### config.mk
export PLATFORM = sky130hd
export DESIGN_NAME = dma_tail_channel
export DESIGN_NICKNAME = d
export VERILOG_FILES = /design/src/rtl/dmt_pkg.sv /design/src/rtl/dmt_regs.sv /design/src/rtl/dmt_lanes.sv /design/src/rtl/dmt_engine.sv /design/src/rtl/dma_tail_channel.sv
export SDC_FILE = /design/constraint.sdc
export NUM_CORES = 1
export LEC_CHECK = 0
export BUFFER_PORTS_ARGS = -buffer_cell sky130_fd_sc_hd__buf_2
export CORE_MARGIN = 10
export CORE_UTILIZATION = 24
export DETAILED_ROUTE_END_ITERATION = 8
export PLACE_DENSITY_LB_ADDON = 0.1
export SETUP_SLACK_MARGIN = 0.2
export SYNTH_ARGS = -nofsm -noshare
export SYNTH_HDL_FRONTEND = slang
export SYNTH_SLANG_ARGS = --single-unit
### constraint.sdc
create_clock -name clk -period 3.1 [get_ports clk]
set_input_delay 0.93 -clock clk [delete_from_list [all_inputs] [get_ports clk]]
set_output_delay 0.93 -clock clk [all_outputs]
set_load 0.02 [all_outputs]
### src/rtl/dmt_pkg.sv
package dmt_pkg;

   typedef enum logic [2:0] {
      ST_IDLE,
      ST_LINK,
      ST_FETCH,
      ST_EVAL,
      ST_WAIT,
      ST_READ,
      ST_WRITE,
      ST_HANDOFF
   } dmt_state_e;

   localparam logic [1:0] OFS_HEAD = 2'd0;
   localparam logic [1:0] OFS_CTRL = 2'd1;
   localparam logic [1:0] OFS_STAT = 2'd2;

   localparam int unsigned CTL_CHUNK_LSB = 16;
   localparam int unsigned CTL_WORD_BIT  = 20;

endpackage

### src/rtl/dmt_regs.sv
module dmt_regs
   import dmt_pkg::*;
#(
   parameter int unsigned ADDR_W = 32
) (
   input  logic              clk,
   input  logic              rst_n,
   input  logic              reg_wr,
   input  logic              reg_rd,
   input  logic [1:0]        reg_addr,
   input  logic [31:0]       reg_wdata,
   output logic [31:0]       reg_rdata,
   input  logic              busy,
   input  logic              fin_ok,
   input  logic              fin_err,
   output logic              start,
   output logic [ADDR_W-1:0] head_ptr
);

   logic done_q;
   logic err_q;

   assign start = reg_wr && (reg_addr == OFS_CTRL) && reg_wdata[0] && !busy;

   always_ff @(posedge clk or negedge rst_n) begin
      if (!rst_n) begin
         head_ptr <= '0;
         done_q   <= 1'b0;
         err_q    <= 1'b0;
      end else begin
         if (reg_wr && (reg_addr == OFS_HEAD) && !busy) begin
            head_ptr <= reg_wdata[ADDR_W-1:0];
         end
         if (start || (reg_rd && (reg_addr == OFS_STAT))) begin
            done_q <= 1'b0;
            err_q  <= 1'b0;
         end
         if (fin_ok) begin
            done_q <= 1'b1;
         end
         if (fin_err) begin
            err_q <= 1'b1;
         end
      end
   end

   always_comb begin
      reg_rdata = '0;
      case (reg_addr)
         OFS_HEAD: reg_rdata[ADDR_W-1:0] = head_ptr;
         OFS_CTRL: reg_rdata[0]          = busy;
         OFS_STAT: reg_rdata[2:0]        = {err_q, done_q, busy};
         default:  reg_rdata             = '0;
      endcase
   end

endmodule

### src/rtl/dmt_lanes.sv
module dmt_lanes #(
   parameter int unsigned LANES = 4,
   localparam int unsigned LW   = $clog2(LANES)
) (
   input  logic               byte_mode,
   input  logic [LW-1:0]      src_lo,
   input  logic [LW-1:0]      dst_lo,
   input  logic [8*LANES-1:0] word_in,
   output logic [8*LANES-1:0] data_out,
   output logic [LANES-1:0]   be_out
);

   logic [7:0] pick;

   always_comb begin
      pick = word_in[7:0];
      for (int k = 0; k < LANES; k++) begin
         if (src_lo == LW'(k)) begin
            pick = word_in[8*k +: 8];
         end
      end
   end

   for (genvar i = 0; i < LANES; i++) begin : g_lane
      assign data_out[8*i +: 8] = byte_mode ? pick : word_in[8*i +: 8];
      assign be_out[i]          = !byte_mode || (dst_lo == LW'(i));
   end

endmodule

### src/rtl/dmt_engine.sv
module dmt_engine
   import dmt_pkg::*;
#(
   parameter int unsigned ADDR_W  = 32,
   parameter int unsigned CNT_W   = 16,
   parameter int unsigned CODE_W  = 2,
   localparam int unsigned LEFT_W = 1 << CODE_W
) (
   input  logic              clk,
   input  logic              rst_n,
   input  logic              start,
   input  logic [ADDR_W-1:0] head_ptr,
   output logic              mem_req,
   output logic              mem_we,
   output logic [ADDR_W-1:0] mem_addr,
   input  logic [31:0]       mem_rdata,
   input  logic              mem_ack,
   input  logic              mem_err,
   input  logic              per_req,
   output logic              per_ack,
   output logic              irq_done,
   output logic              busy,
   output logic              fin_ok,
   output logic              fin_err,
   output logic              byte_mode,
   output logic [1:0]        src_lo,
   output logic [1:0]        dst_lo,
   output logic [31:0]       hold
);

   dmt_state_e        st;
   logic [ADDR_W-1:0] ptr;
   logic [ADDR_W-1:0] d_src;
   logic [ADDR_W-1:0] d_dst;
   logic [ADDR_W-1:0] d_next;
   logic [CNT_W-1:0]  d_cnt;
   logic [CODE_W-1:0] d_code;
   logic              d_word;
   logic [1:0]        fidx;
   logic [LEFT_W-1:0] left;
   logic              moved;

   assign byte_mode = !d_word;
   assign src_lo    = d_src[1:0];
   assign dst_lo    = d_dst[1:0];
   assign per_ack   = (st == ST_HANDOFF);

   always_comb begin
      mem_req  = 1'b0;
      mem_we   = 1'b0;
      mem_addr = '0;
      case (st)
         ST_FETCH: begin
            mem_req  = 1'b1;
            mem_addr = ptr + ADDR_W'({fidx, 2'b00});
         end
         ST_READ: begin
            mem_req  = 1'b1;
            mem_addr = {d_src[ADDR_W-1:2], 2'b00};
         end
         ST_WRITE: begin
            mem_req  = 1'b1;
            mem_we   = 1'b1;
            mem_addr = d_word ? {d_dst[ADDR_W-1:2], 2'b00} : d_dst;
         end
         default: ;
      endcase
   end

   always_ff @(posedge clk or negedge rst_n) begin
      if (!rst_n) begin
         st       <= ST_IDLE;
         ptr      <= '0;
         d_src    <= '0;
         d_dst    <= '0;
         d_next   <= '0;
         d_cnt    <= '0;
         d_code   <= '0;
         d_word   <= 1'b0;
         fidx     <= '0;
         left     <= '0;
         moved    <= 1'b0;
         hold     <= '0;
         busy     <= 1'b0;
         irq_done <= 1'b0;
         fin_ok   <= 1'b0;
         fin_err  <= 1'b0;
      end else begin
         irq_done <= 1'b0;
         fin_ok   <= 1'b0;
         fin_err  <= 1'b0;
         case (st)
            ST_IDLE: begin
               if (start) begin
                  ptr   <= head_ptr;
                  busy  <= 1'b1;
                  moved <= 1'b0;
                  st    <= ST_LINK;
               end
            end
            ST_LINK: begin
               if (ptr == '0) begin
                  busy     <= 1'b0;
                  irq_done <= 1'b1;
                  fin_ok   <= 1'b1;
                  st       <= ST_IDLE;
               end else begin
                  fidx <= '0;
                  st   <= ST_FETCH;
               end
            end
            ST_FETCH: begin
               if (mem_ack) begin
                  if (mem_err) begin
                     busy    <= 1'b0;
                     fin_err <= 1'b1;
                     st      <= ST_IDLE;
                  end else begin
                     case (fidx)
                        2'd0: d_src <= mem_rdata[ADDR_W-1:0];
                        2'd1: if (!moved) d_dst <= mem_rdata[ADDR_W-1:0];
                        2'd2: begin
                           d_cnt  <= mem_rdata[CNT_W-1:0];
                           d_code <= mem_rdata[CTL_CHUNK_LSB +: CODE_W];
                           d_word <= mem_rdata[CTL_WORD_BIT];
                        end
                        default: d_next <= mem_rdata[ADDR_W-1:0];
                     endcase
                     fidx <= fidx + 2'd1;
                     if (fidx == 2'd3) begin
                        st <= ST_EVAL;
                     end
                  end
               end
            end
            ST_EVAL: begin
               if (d_cnt == '0) begin
                  ptr <= d_next;
                  st  <= ST_LINK;
               end else begin
                  st <= ST_WAIT;
               end
            end
            ST_WAIT: begin
               if (per_req) begin
                  left <= LEFT_W'(1) << d_code;
                  st   <= ST_READ;
               end
            end
            ST_READ: begin
               if (mem_ack) begin
                  if (mem_err) begin
                     busy    <= 1'b0;
                     fin_err <= 1'b1;
                     st      <= ST_IDLE;
                  end else begin
                     hold <= mem_rdata;
                     st   <= ST_WRITE;
                  end
               end
            end
            ST_WRITE: begin
               if (mem_ack) begin
                  if (mem_err) begin
                     busy    <= 1'b0;
                     fin_err <= 1'b1;
                     st      <= ST_IDLE;
                  end else begin
                     moved <= 1'b1;
                     d_dst <= d_dst + (d_word ? ADDR_W'(4) : ADDR_W'(1));
                     d_cnt <= d_cnt - CNT_W'(1);
                     left  <= left - LEFT_W'(1);
                     if ((d_cnt == CNT_W'(1)) || (left == LEFT_W'(1))) begin
                        st <= ST_HANDOFF;
                     end else begin
                        st <= ST_READ;
                     end
                  end
               end
            end
            ST_HANDOFF: begin
               if (d_cnt == '0) begin
                  ptr <= d_next;
                  st  <= ST_LINK;
               end else begin
                  st <= ST_WAIT;
               end
            end
            default: st <= ST_IDLE;
         endcase
      end
   end

endmodule

### src/rtl/dma_tail_channel.sv
module dma_tail_channel
   import dmt_pkg::*;
#(
   parameter int unsigned ADDR_W = 32,
   parameter int unsigned CNT_W  = 16,
   parameter int unsigned CODE_W = 2
) (
   input  logic              clk,
   input  logic              rst_n,
   input  logic              reg_wr,
   input  logic              reg_rd,
   input  logic [1:0]        reg_addr,
   input  logic [31:0]       reg_wdata,
   output logic [31:0]       reg_rdata,
   output logic              mem_req,
   output logic              mem_we,
   output logic [ADDR_W-1:0] mem_addr,
   output logic [3:0]        mem_be,
   output logic [31:0]       mem_wdata,
   input  logic [31:0]       mem_rdata,
   input  logic              mem_ack,
   input  logic              mem_err,
   input  logic              per_req,
   output logic              per_ack,
   output logic              irq_done
);

   if (ADDR_W < 8 || ADDR_W > 32) begin : g_bad_addr_w
      $error("ADDR_W must lie in 8..32");
   end
   if (CNT_W < 1 || CNT_W > 16) begin : g_bad_cnt_w
      $error("CNT_W must lie in 1..16");
   end
   if (CODE_W < 1 || CODE_W > 3) begin : g_bad_code_w
      $error("CODE_W must lie in 1..3");
   end

   logic              eng_busy;
   logic              start;
   logic              fin_ok;
   logic              fin_err;
   logic [ADDR_W-1:0] head_ptr;
   logic              byte_mode;
   logic [1:0]        src_lo;
   logic [1:0]        dst_lo;
   logic [31:0]       hold;
   logic [3:0]        lane_be;

   dmt_regs #(.ADDR_W(ADDR_W)) u_regs (
      .clk       (clk),
      .rst_n     (rst_n),
      .reg_wr    (reg_wr),
      .reg_rd    (reg_rd),
      .reg_addr  (reg_addr),
      .reg_wdata (reg_wdata),
      .reg_rdata (reg_rdata),
      .busy      (eng_busy),
      .fin_ok    (fin_ok),
      .fin_err   (fin_err),
      .start     (start),
      .head_ptr  (head_ptr)
   );

   dmt_engine #(.ADDR_W(ADDR_W), .CNT_W(CNT_W), .CODE_W(CODE_W)) u_eng (
      .clk       (clk),
      .rst_n     (rst_n),
      .start     (start),
      .head_ptr  (head_ptr),
      .mem_req   (mem_req),
      .mem_we    (mem_we),
      .mem_addr  (mem_addr),
      .mem_rdata (mem_rdata),
      .mem_ack   (mem_ack),
      .mem_err   (mem_err),
      .per_req   (per_req),
      .per_ack   (per_ack),
      .irq_done  (irq_done),
      .busy      (eng_busy),
      .fin_ok    (fin_ok),
      .fin_err   (fin_err),
      .byte_mode (byte_mode),
      .src_lo    (src_lo),
      .dst_lo    (dst_lo),
      .hold      (hold)
   );

   dmt_lanes #(.LANES(4)) u_lanes (
      .byte_mode (byte_mode),
      .src_lo    (src_lo),
      .dst_lo    (dst_lo),
      .word_in   (hold),
      .data_out  (mem_wdata),
      .be_out    (lane_be)
   );

   assign mem_be = mem_we ? lane_be : 4'b1111;

endmodule

==> flow_summary_export.csv <==
group,metric,value,unit
worst_setup_path,timing.critical_path.required,2.17,ns
layout,multi_input_comb_area,6610,um2
timing,period_share,1.15,
logic_synthesis,async_reset_ff_frac,1.00,
placed_design,placement.io_buffers,176,
clock_network,path_clk_slew,0.06,ns
power_and_ir_drop,vdd_drop_max,0.413,mV
run_status,failed_checks,"negative setup slack",
die,dieArea,60500,um2
layout,finalNonFillerCells,2146,
logic_synthesis,seq_area_frac_synth,0.462,
worst_setup_path,r2r_start,"u_eng.st[1]",
logic_synthesis,synthesis.yosys.warnings,0,
layout,num-nets-final,1549,
timing,worstMarginPinSlew,1.01,ns
clock_network,clock_path_buffers,3,
die,pin_count,177,
detailed_routing,route.detailed.drc,0,
die,start_util,0.244,
clock_network,cts_inserted_buffers,30,
worst_setup_path,worst_setup_path_end_kind,"output pin",
worst_setup_path,worstPathCellList,"ha_2, inv_2, fa_2, nand2b_4, nor4_4, buf_6, nand3_2, xor2_1, o211ai_1, buf_4",
run_status,run_status,"finished with violations",
timing,smallest_setup_slack_after_layout,-0.477,ns
grt,grt_util_met3,0.0239,
worst_setup_path,rr_worst_depth,10,
grt,groute.usage.overall,0.158,
detailed_routing,firstDrtPassIters,5,
timing,rsz0062_at_grt,"true",
worst_setup_path,worstPathArrival,2.65,ns
worst_setup_path,crit_path_max_fanout,8,
detailed_routing,drt-vias-per-instance,4.89,
worst_hold_path,worstHoldPathType,"in -> async",
layout,mostFrequentLayoutCell,"sky130_fd_sc_hd__dfrtp_1",
clock_network,h-tree-depth,1,
die,chipWidth,246,um
layout,area_delta_synth_final,34.6,%
grt,grt_max_degree,78,
power_and_ir_drop,p_per_area,1000,nW/um2
detailed_routing,avgRoutedWirePerCell,22.9,um
timing,relSlewSlack,0.330,
clock_network,worstSkewPairLatency,0.57,ns
worst_setup_path,slowest_delay,0.35,ns
layout,insertedDiodeCount,0,
clock_network,cts_hold_buffers,0,
flow_run,number_of_maximum_capacitance_violations,0,
worst_setup_path,timing_worst_setup_path_type,"reg -> out",
logic_synthesis,post_synth.cell_area_avg,10.0,um2
grt,global_route_wire_length_before_repair,72.5,mm
detailed_routing,number_of_vias_after_detailed_routing,10500,
logic_synthesis,yosys_register_bits,226,
logic_synthesis,mappedNetlistNets,1320,
detailed_routing,drt_iter0_drc,638,
timing,fmax,0.280,GHz
placed_design,detailed_place_hpwl,35.8,mm
worst_setup_path,rr_endpoint,"u_eng.d_src[28]",
logic_synthesis,synth_flop_cell,"sky130_fd_sc_hd__dfrtp_1",
timing,timing.final.hold_violations,0,
clock_network,cts_sinks,226,
timing,fin_worst_skew,0.0106,ns
grt,groute.layer.met1.usage,0.199,
die,y_dimension_of_the_die,246,um
timing,final-setup-viol-count,28,
worst_setup_path,slowest_stage,"sky130_fd_sc_hd__dfrtp_1",
detailed_routing,final_antenna_violating_net_count,0,
worst_setup_path,worst-r2r-setup-slack,0.64,ns
grt,global_route.usage.met2,0.277,
grt,first_global_vias,10900,
timing,totalNegativeSetupSlack,-8.83,ns
worst_setup_path,crit_end,"mem_addr[22]",
timing,final_period_minus_worst_setup_slack,3.58,ns
worst_setup_path,start_point_of_the_critical_path,"u_eng.fidx[0]",
grt,grt_overflow_total,0,
layout,drive_above_1_share,0.389,
layout,layout.cells.most_common_list,"sky130_fd_sc_hd__dfrtp_1 (221), sky130_fd_sc_hd__mux2_2 (132), sky130_fd_sc_hd__nor2_1 (113)",
logic_synthesis,yosys.cell_types.count,73,
clock_network,cts_root_buf,"sky130_fd_sc_hd__clkbuf_16",
placed_design,placed_cells_incl_taps,2069,
logic_synthesis,syn-instance-count,1222,
grt,antenna_found_initial,0,
die,core_area,50300,um2
logic_synthesis,synthesis.area,12300,um2
worst_setup_path,critical_path.startpoint_type,"flop",
clock_network,cts_tree,"built",
detailed_routing,totalWireLength,49.2,mm
timing,slew_viol_final,0,
layout,finish.utilization,0.328,
die,rows,82,
logic_synthesis,synth_edf_count,0,
layout,sequential_cell_area,5660,um2
placed_design,place_congestion,0.831,
grt,grt_busiest_layer,"met2",
layout,nFillCells,5253,
power_and_ir_drop,leakage,7.33,nW
## worst max-delay path: cells and delay by family, from the launching register on
family | cells | cell delay, ns
AND/OR/NAND/NOR | 3 | 0.42
XOR/XNOR | 1 | 0.14
flip-flops | 1 | 0.35
AO/OA/AOI/OAI | 1 | 0.18
adder cells (fa/ha/maj) | 2 | 0.54
buffers and inverters | 3 | 0.41
## what timing repair did
item	in CTS	in global routing
cloned	0	2
setup endpoints to repair	70	99
buffers inserted	13	7
resized for setup	110	161
pin swaps	22	35
## cells by family after synthesis
kind of cell / synth area share
AOI/OAI and AO/OA: 0.146
muxes: 0.139
adders and majority gates: 0.0261
and+or+nand+nor: 0.171
DFF: 0.462
buffers and inverters: 0.0366
xor gates and xnor gates: 0.0200
## synthesized netlist by cell type, types with 9 or more instances
master | instances | area [um2]
sky130_fd_sc_hd__clkbuf_1 | 39 | 146
sky130_fd_sc_hd__ha_1 | 24 | 300
sky130_fd_sc_hd__nand4_1 | 23 | 144
sky130_fd_sc_hd__nor2_1 | 117 | 439
sky130_fd_sc_hd__a21oi_1 | 48 | 240
sky130_fd_sc_hd__nor4_1 | 16 | 100
sky130_fd_sc_hd__o22a_1 | 12 | 105
sky130_fd_sc_hd__dfrtp_1 | 226 | 5660
sky130_fd_sc_hd__o22ai_1 | 52 | 325
sky130_fd_sc_hd__a2bb2oi_1 | 11 | 96.3
sky130_fd_sc_hd__nand3_1 | 30 | 150
sky130_fd_sc_hd__xor2_1 | 20 | 175
sky130_fd_sc_hd__o211ai_1 | 9 | 67.6
sky130_fd_sc_hd__and3_1 | 17 | 106
sky130_fd_sc_hd__and2_1 | 33 | 206
sky130_fd_sc_hd__mux2_2 | 132 | 1490
sky130_fd_sc_hd__buf_2 | 26 | 130
sky130_fd_sc_hd__o21ai_0 | 40 | 200
sky130_fd_sc_hd__nor3_1 | 19 | 95.1
sky130_fd_sc_hd__nand2_1 | 136 | 510
sky130_fd_sc_hd__a22oi_1 | 26 | 195
sky130_fd_sc_hd__inv_1 | 23 | 86.3
## stage by stage
step | power (mW) | area (um2) | hold slack (ns) | worst slack [ns]
5_1_grt | 17.5 | 16500 | 0.159 | -0.581
4_1_cts | 15.6 | 15900 | 0.154 | -0.490
3_5_place_dp | 11.3 | 14300 | 0.467 | 0.0659
2_1_floorplan | 8.80 | 12300 | 0.404 | 0.0729
3_3_place_gp | 11.3 | 14300 | 0.464 | 0.0627
6_report | 16.5 | 16500 | 0.174 | -0.477
## cell type report
type                            count  share of cell area
Multi-Input combinational cell    893               0.401
Sequential cell                   226               0.343
Timing Repair Buffer              274               0.134
Clock buffer                       47              0.0567
Tap cell                          672              0.0510
Clock inverter                      8             0.00880
Inverter                           26             0.00592
## routing by layer
layer | routed length, um | up-vias
li1 | - | 4916
met1 | 21600 | 5328
met2 | 24700 | 212
met3 | 2000 | 47
met4 | 943 | 0
met5 | 0 | -
## registers in the layout (all words and copies together) (netlist names), 2 cells and up
| register | cells |
|---|---|
| u_eng.d_next | 32 |
| u_eng.d_code | 2 |
| u_eng.d_cnt | 16 |
| u_eng.st | 3 |
| u_eng.fidx | 2 |
| u_eng.d_dst | 32 |
| u_regs.head_ptr | 32 |
| u_eng.ptr | 32 |
| u_eng.left | 4 |
| u_eng.d_src | 32 |
| u_eng.hold | 32 |
## power by group
group | switching [mW] | internal (mW) | total [mW] | leakage, nW
clock network | 1.43 | 2.39 | 3.81 | 0.526
logic | 3.88 | 3.46 | 7.35 | 3.95
registers | 1.23 | 4.12 | 5.34 | 2.85
total | 6.54 | 9.97 | 16.5 | 7.33
## worst min path at each step
stage	startpoint	to	slack, ns	cells past startpoint
after detailed placement	u_regs.done_q	u_regs.done_q	0.47	1
final	rst_n	u_eng.hold[24]	0.17	1
after global placement	u_regs.done_q	u_regs.done_q	0.46	1
after floorplan	u_eng.fin_err	u_regs.err_q	0.40	1
after CTS	rst_n	u_eng.hold[30]	0.15	1
after global routing	rst_n	u_eng.hold[22]	0.16	1
(Power assumes the default switching activity.)
